[config.mk]
export PLATFORM = sky130hd
export DESIGN_NAME = rtc_rate_gen
export DESIGN_NICKNAME = d
export VERILOG_FILES = /design/src/rtl/rtc_rate_pkg.sv /design/src/rtl/rtc_tick_counter.sv /design/src/rtl/rtc_rate_decode.sv /design/src/rtl/rtc_event_gen.sv /design/src/rtl/rtc_rate_gen.sv
export SDC_FILE = /design/constraint.sdc
export NUM_CORES = 1
export LEC_CHECK = 0
export BUFFER_PORTS_ARGS = -buffer_cell sky130_fd_sc_hd__buf_2
export CAP_MARGIN = 15
export CORE_MARGIN = 2
export CORE_UTILIZATION = 35
export DETAILED_ROUTE_END_ITERATION = 8
export GPL_TIMING_DRIVEN = 0
export HOLD_SLACK_MARGIN = 0.1
export MAX_ROUTING_LAYER = met4
export PLACE_DENSITY = 0.53
export SYNTH_ARGS = -nofsm -noshare
export SYNTH_HDL_FRONTEND = slang
export SYNTH_SLANG_ARGS = --single-unit
[constraint.sdc]
create_clock -name clk -period 5.9 [get_ports clk]
set_input_delay 1.18 -clock clk [delete_from_list [all_inputs] [get_ports clk]]
set_output_delay 1.18 -clock clk [all_outputs]
set_load 0.01 [all_outputs]
[src/rtl/rtc_rate_pkg.sv]
package rtc_rate_pkg;
  localparam int CODE_W = 4;
  localparam int EXP_W  = 5;

  // Exponent of the period in ticks; codes 1 and 2 reuse the slow settings.
  function automatic logic [EXP_W-1:0] rate_exponent(input logic [CODE_W-1:0] code);
    logic [EXP_W-1:0] eff;
    case (code)
      4'd1:    eff = 5'd8;
      4'd2:    eff = 5'd9;
      default: eff = {1'b0, code};
    endcase
    return eff - 5'd1;
  endfunction
endpackage

[src/rtl/rtc_tick_counter.sv]
module rtc_tick_counter #(
  parameter int CNT_W = 15
) (
  input  logic             clk,
  input  logic             rst_n,
  input  logic             tick_en,
  output logic [CNT_W-1:0] cnt_next
);
  logic [CNT_W-1:0] cnt_q;

  assign cnt_next = cnt_q + CNT_W'(1);

  always_ff @(posedge clk) begin
    if (!rst_n)       cnt_q <= '0;
    else if (tick_en) cnt_q <= cnt_next;
  end
endmodule

[src/rtl/rtc_rate_decode.sv]
module rtc_rate_decode
  import rtc_rate_pkg::*;
#(
  parameter int CNT_W = 15
) (
  input  logic [CODE_W-1:0] rate_code,
  input  logic              irq_enable,
  input  logic              sqw_enable,
  output logic              active,
  output logic [CNT_W-1:0]  align_mask
);
  logic [EXP_W-1:0] exp_w;

  assign exp_w  = rate_exponent(rate_code);
  assign active = (rate_code != '0) && (irq_enable || sqw_enable);

  // Low bits that must be zero at an aligned boundary.
  for (genvar g = 0; g < CNT_W; g++) begin : g_mask
    assign align_mask[g] = (32'(g) < 32'(exp_w));
  end
endmodule

[src/rtl/rtc_event_gen.sv]
module rtc_event_gen #(
  parameter int CNT_W = 15
) (
  input  logic             clk,
  input  logic             rst_n,
  input  logic             tick_en,
  input  logic             active,
  input  logic [CNT_W-1:0] cnt_next,
  input  logic [CNT_W-1:0] align_mask,
  input  logic             irq_enable,
  input  logic             sqw_enable,
  output logic             pf_q,
  output logic             irq_q,
  output logic             sqw_q
);
  logic hit;

  assign hit = tick_en && active && ((cnt_next & align_mask) == '0);

  always_ff @(posedge clk) begin
    if (!rst_n) begin
      pf_q  <= 1'b0;
      irq_q <= 1'b0;
      sqw_q <= 1'b0;
    end else begin
      pf_q  <= hit;
      irq_q <= hit && irq_enable;
      sqw_q <= hit && sqw_enable;
    end
  end

  assert_pf_after_tick_R9: assert property (@(posedge clk) disable iff (!rst_n)
    pf_q |-> $past(tick_en));
  assert_single_cycle_R9: assert property (@(posedge clk) disable iff (!rst_n)
    pf_q |=> !pf_q);
endmodule

[src/rtl/rtc_rate_gen.sv]
module rtc_rate_gen
  import rtc_rate_pkg::*;
#(
  parameter int CNT_W = 15
) (
  input  logic              clk,
  input  logic              rst_n,
  input  logic              tick_en,
  input  logic [CODE_W-1:0] rate_code,
  input  logic              irq_enable,
  input  logic              sqw_enable,
  output logic              pf_pulse,
  output logic              irq_pulse,
  output logic              sqw_pulse
);
  logic [CNT_W-1:0] cnt_next;
  logic [CNT_W-1:0] align_mask;
  logic             active;

  rtc_tick_counter #(.CNT_W(CNT_W)) u_cnt (
    .clk(clk), .rst_n(rst_n), .tick_en(tick_en), .cnt_next(cnt_next)
  );

  rtc_rate_decode #(.CNT_W(CNT_W)) u_dec (
    .rate_code(rate_code), .irq_enable(irq_enable), .sqw_enable(sqw_enable),
    .active(active), .align_mask(align_mask)
  );

  rtc_event_gen #(.CNT_W(CNT_W)) u_evt (
    .clk(clk), .rst_n(rst_n), .tick_en(tick_en), .active(active),
    .cnt_next(cnt_next), .align_mask(align_mask),
    .irq_enable(irq_enable), .sqw_enable(sqw_enable),
    .pf_q(pf_pulse), .irq_q(irq_pulse), .sqw_q(sqw_pulse)
  );

  assert_irq_implies_pf_R7: assert property (@(posedge clk) disable iff (!rst_n)
    irq_pulse |-> pf_pulse);
  assert_sqw_implies_pf_R8: assert property (@(posedge clk) disable iff (!rst_n)
    sqw_pulse |-> pf_pulse);
  assert_code_zero_quiet_R2: assert property (@(posedge clk) disable iff (!rst_n)
    pf_pulse |-> ($past(rate_code) != '0));
  assert_enable_needed_R5: assert property (@(posedge clk) disable iff (!rst_n)
    pf_pulse |-> ($past(irq_enable) || $past(sqw_enable)));
endmodule

; ---- Word-level counts from Yosys, hierarchy flattened
; Index checks and enable logic that the tools add are counted.
[word_totals]
regBits = 18
input_bits = 9
out_inout_bits = 3
[classes]
n_addsub = 2
n_lt_le_gt_ge = 15
eq_ne = 2
mux = 1
bitwise = 1
n_reduce_logical = 8
[op_table]
columns = op, count
row1 = $lt A4 B5 Y1 const A, 7
row2 = $lt A3 B5 Y1 const A, 4
row3 = $add A15 B1 Y15 const B, 1
row4 = $and A15 B15 Y15, 1
row5 = $logic_not A15 Y1, 1
row6 = $lt A1 B5 Y1 const A, 2
row7 = $lt A2 B5 Y1 const A, 2
row8 = $pmux W4 S2, 1
row9 = $logic_and A1 B1 Y1, 5
row10 = $sub A4 B1 Y5 const B, 1
row11 = $eq A4 B1 Y1 const B, 1
row12 = $eq A4 B2 Y1 const B, 1
row13 = $reduce_bool A4 Y1, 1
row14 = $logic_or A1 B1 Y1, 1

; ---- Logic depth before layout (Yosys ltp)
[depth]
depth_word = 8
ltp_mapped = 12

; ---- Hierarchy
; From an unflattened synthesis, not the netlist that was laid out.
[unflattened]
cells_unflattened = 223
hier_area_um2 = 1610.3
[modules_own_cells]
columns = module, instances, cells_each, area_each_um2, seq_area_each_um2
row1 = rtc_tick_counter, 1, 113, 944.7, 300.3
row2 = rtc_rate_decode, 1, 92, 509.2, 0.0
row3 = rtc_event_gen, 1, 18, 156.4, 60.1

; ---- Worst setup path before layout
; Ideal clock, no wire load.
[synth_path]
path_kind = input to register
from = input port rate_code[0]
to = register u_evt.irq_q
setup_ns = 0.078
t_arrival_ns = 3.425
t_required_ns = 5.822
slack_ns = 2.397
path_stages = 11
cell_sequence = clkbuf_1 -> clkbuf_1 -> o31ai_1 -> ha_1 -> clkbuf_1 -> xnor2_1 -> nand2_1 -> a211o_1 -> a311oi_1 -> nand4_2 -> nor3_1
[synth_between]
elab_chain_len = 8
[synth_rtl]
columns = element, line
row1 = "start, declared", rtc_rate_gen.sv:9  ; input logic [CODE_W-1:0] rate_code,
row2 = $eq A4 B2 Y1 or $eq A4 B1 Y1 (tied branches), rtc_rate_pkg.sv:8  ; case (code)
row3 = $pmux W4 S2, rtc_rate_pkg.sv:8
row4 = $sub A4 B1 Y5, rtc_rate_pkg.sv:13  ; return eff - 5'd1;
row5 = "$lt A1 B5 Y1, or another cell as far along", rtc_rate_decode.sv:19  ; assign align_mask[g] = (32'(g) < 32'(exp_w));
row6 = $and A15 B15 Y15, rtc_event_gen.sv:18  ; assign hit = tick_en && active && ((cnt_next & align_mask) == '0);
row7 = $logic_not A15 Y1, rtc_event_gen.sv:18
row8 = $logic_and A1 B1 Y1 *, rtc_event_gen.sv:18
row9 = $logic_and A1 B1 Y1 *, rtc_event_gen.sv:27  ; irq_q <= hit && irq_enable;
row10 = "end signal, assigned", rtc_event_gen.sv:27
row11 = "end, declared", rtc_event_gen.sv:13  ; output logic irq_q,
; Every way passes the cells marked *; elsewhere a longest branch is shown, timed or not.
; A chain may end at the register's enable or synchronous reset.

; ---- Worst setup path after layout
[layout_path]
from = input port rate_code[0]
to = register u_evt.pf_q
[layout_between]
elab_chain_len = 7
[layout_rtl]
columns = element, line
row1 = $eq A4 B2 Y1 or $eq A4 B1 Y1 (tied branches), rtc_rate_pkg.sv:8
row2 = $pmux W4 S2, rtc_rate_pkg.sv:8
row3 = $sub A4 B1 Y5, rtc_rate_pkg.sv:13
row4 = "$lt A1 B5 Y1, or another cell as far along", rtc_rate_decode.sv:19
row5 = $and A15 B15 Y15, rtc_event_gen.sv:18
row6 = $logic_not A15 Y1, rtc_event_gen.sv:18
row7 = $logic_and A1 B1 Y1 *, rtc_event_gen.sv:18
row8 = "end signal, assigned", rtc_event_gen.sv:26  ; pf_q <= hit;
row9 = "end, declared", rtc_event_gen.sv:12  ; output logic pf_q,
; Marked as above.

==> results.toml <==
[outcome]
outcome = "complete, no violations"

[clock_tree]
clock_latency_ns = 0.25
clock-sinks = 18
cts_hold_buffers = 0
cts_tree = "built"
clk_pin_slew_ns = 0.07
cts_setup_buffers = 0
cts_buffers = 3
cts_resized = 0
clk_path_buf_depth = 2
cts-root-buf = "clkbuf_8"
htreeDepth = 1

[setup_path]
critical_path.endpoint_type = "flop"
required_ns = 6.07
startpoint_type = "primary input"
critPathArrivalTime_ns = 4.04
path_max_fanout = 10
worstSetupPathType = "in -> reg"

[grt]
antenna_found_initial = 0
grt_pass1_wl_um = 6700
overflow = 0
gr-usage-all-layers = 0.168
grt_max_degree = 11
grt_pass1_vias = 1398

[power_and_ir_drop]
p_comb_frac = 0.210
clockPowerShare = 0.354
p_switching_uw = 81.7
ir_worst_vdd_mv = 0.102
p_seq_frac = 0.436
p_int_uw = 207
p_leak_nw = 0.621
power_uw = 288
powerDensity_nw_per_um2 = 167
switching_share = 0.283

[final_layout]
drive_gt1_frac = 0.130
mostFrequentLayoutCell = "dfxtp_1"
num_antenna_cells = 0
multi_input_area_um2 = 1100
final_util = 0.398
syn_to_final_growth_pct = 10.6
final_cell_mix = "dfxtp_1 (18), buf_2 (15), nand2_1 (14), o21ai_0 (13), nor2_1 (11)"
fillCellCount = 466
nets = 227
register_area_um2 = 360

[timing]
slew_viol_final = 0
relSlewSlack = 0.658
fin_crit_sh = 0.655
clock_skew_ns = 0.00295
rsz0062_at_grt = "no"
fin_crit_ns = 3.86
hold_viol = 0
tightestPinTransition_ns = 0.508
setup_viol = 0
fin_setup_tns_ns = 0
max_freq_mhz = 259
holdWs_ns = 0.558

[route]
wl_um = 3750
ant_nets = 0
initialDrtViolationCount = 72
drtPass1Iterations = 4
via_per_inst = 5.37
num_vias = 1433
route.detailed.drc = 0
wire_per_inst_um = 14.0

[placed_design]
dpl.hpwl_um = 2790
place.gp.congestion = 0.818
port-buffer-count = 9

[die]
ios = 12
core-area_um2 = 4320
die_h_um = 70.7
dieArea_um2 = 5000
start_util = 0.360
die_w_um = 70.7
std_cell_rows = 24

[synth]
synth_fp_nets = 213
synth.largest_area_cell = "dfxtp_1"
synthFlopType = "dfxtp_1"
synth_cell_types = 52
syn_area_um2 = 1560
syn_inst = 202
yosys-mux-area-fraction = 0.0201
synth.area.top_cells = "dfxtp_1 (23%), xor2_1 (5.6%), o21ai_0 (4.2%)"
synth_seq_cells = 18
synth_top_area_share = 0.231
synth_top_family_by_area = "simple AND/OR/NAND/NOR gates"
ys_seq_area_frac = 0.231
async_flop_share = 0
syn_area_per_cell_um2 = 7.71
synth_xor_area_frac = 0.0956
yosys_warnings = 0
yosys.area_share.simple = 0.346
synth-adder-area-share = 0.0225
synth_compound_area_frac = 0.219
synth_edf_count = 0

[worst_hold_path]
hp-class = "reg -> reg"

[flow_run]
drv_cap = 0
==> state kept, by name, indices dropped and copies added, names as in the netlist <==
name         count
u_evt.sqw_q      1
u_cnt.cnt_q     15
u_evt.irq_q      1
u_evt.pf_q       1
==> critical path, stage by stage <==
cell	delay [ns]
clkbuf_1	0.29
clkbuf_1	0.37
o31ai_1	0.14
ha_1	0.29
clkbuf_1	0.34
clkbuf_1	0.40
o21bai_1	0.11
a2bb2oi_1	0.19
o211ai_1	0.12
a32oi_1	0.21
nand4_2	0.16
nor3_1	0.23
==> metal layers <==
metal / vias up / track usage / wire [um]
met5: - / - / 0
met2: 19 / 0.247 / 1610
met3: 4 / 0.0185 / 117
li1: 760 / - / -
met4: 0 / 0.0377 / 33
met1: 650 / 0.247 / 1990
==> metrics by stage <==
step,cell area [um2],cells,setup slack (ns)
6_report,1720,267,2.04
5_1_grt,1720,267,1.78
4_1_cts,1720,267,2.04
3_5_place_dp,1670,263,1.79
3_3_place_gp,1670,263,1.74
2_1_floorplan,1560,202,2.40
==> worst paths after layout <==
path                                      start               to  slack (ns)  cells past startpoint
worst max-delay path               rate_code[0]       u_evt.pf_q        2.04                     12
worst min-delay path            u_cnt.cnt_q[13]  u_cnt.cnt_q[13]        0.56                      2
worst max register to register   u_cnt.cnt_q[0]       u_evt.pf_q        3.46                      8
worst min register to register  u_cnt.cnt_q[13]  u_cnt.cnt_q[13]        0.56                      2
==> Yosys cell counts (6+ instances only) <==
master     n
xor2_1    10
nand2_1   14
nor3_1    10
dfxtp_1   18
nor2_1    11
clkbuf_1  10
buf_2      6
nand4_1    9
o21ai_0   13
and2_1    10
xnor2_1    7
nor2b_1    8
==> layout make-up <==
type / instances / share of cell area
multi-input cells: 161 / 0.636
plain buffers: 18 / 0.0479
inverters: 5 / 0.0109
clock buffers: 4 / 0.0320
flip-flops and latches: 18 / 0.209
repair buffers: 9 / 0.0261
well taps: 52 / 0.0378
==> power groups by stage <==
stage	sequential [mW]	clock [mW]	combinational [mW]
2_1_floorplan	0.128	0	0.0442
3_3_place_gp	0.128	0	0.0602
3_5_place_dp	0.128	0	0.0602
4_1_cts	0.125	0.105	0.0604
5_1_grt	0.126	0.111	0.0683
6_report	0.126	0.102	0.0605
==> cells by family (layout without fill, tap and decap cells) <==
kind of cell	Yosys count	after routing
muxes	3	3
adders and majority gates	3	3
AOI/OAI and AO/OA	47	47
and+or+nand+nor	91	91
DFF	18	18
xor gates and xnor gates	17	17
buffers and inverters	23	36
No activity file was read; power rests on OpenSTA's default activity.
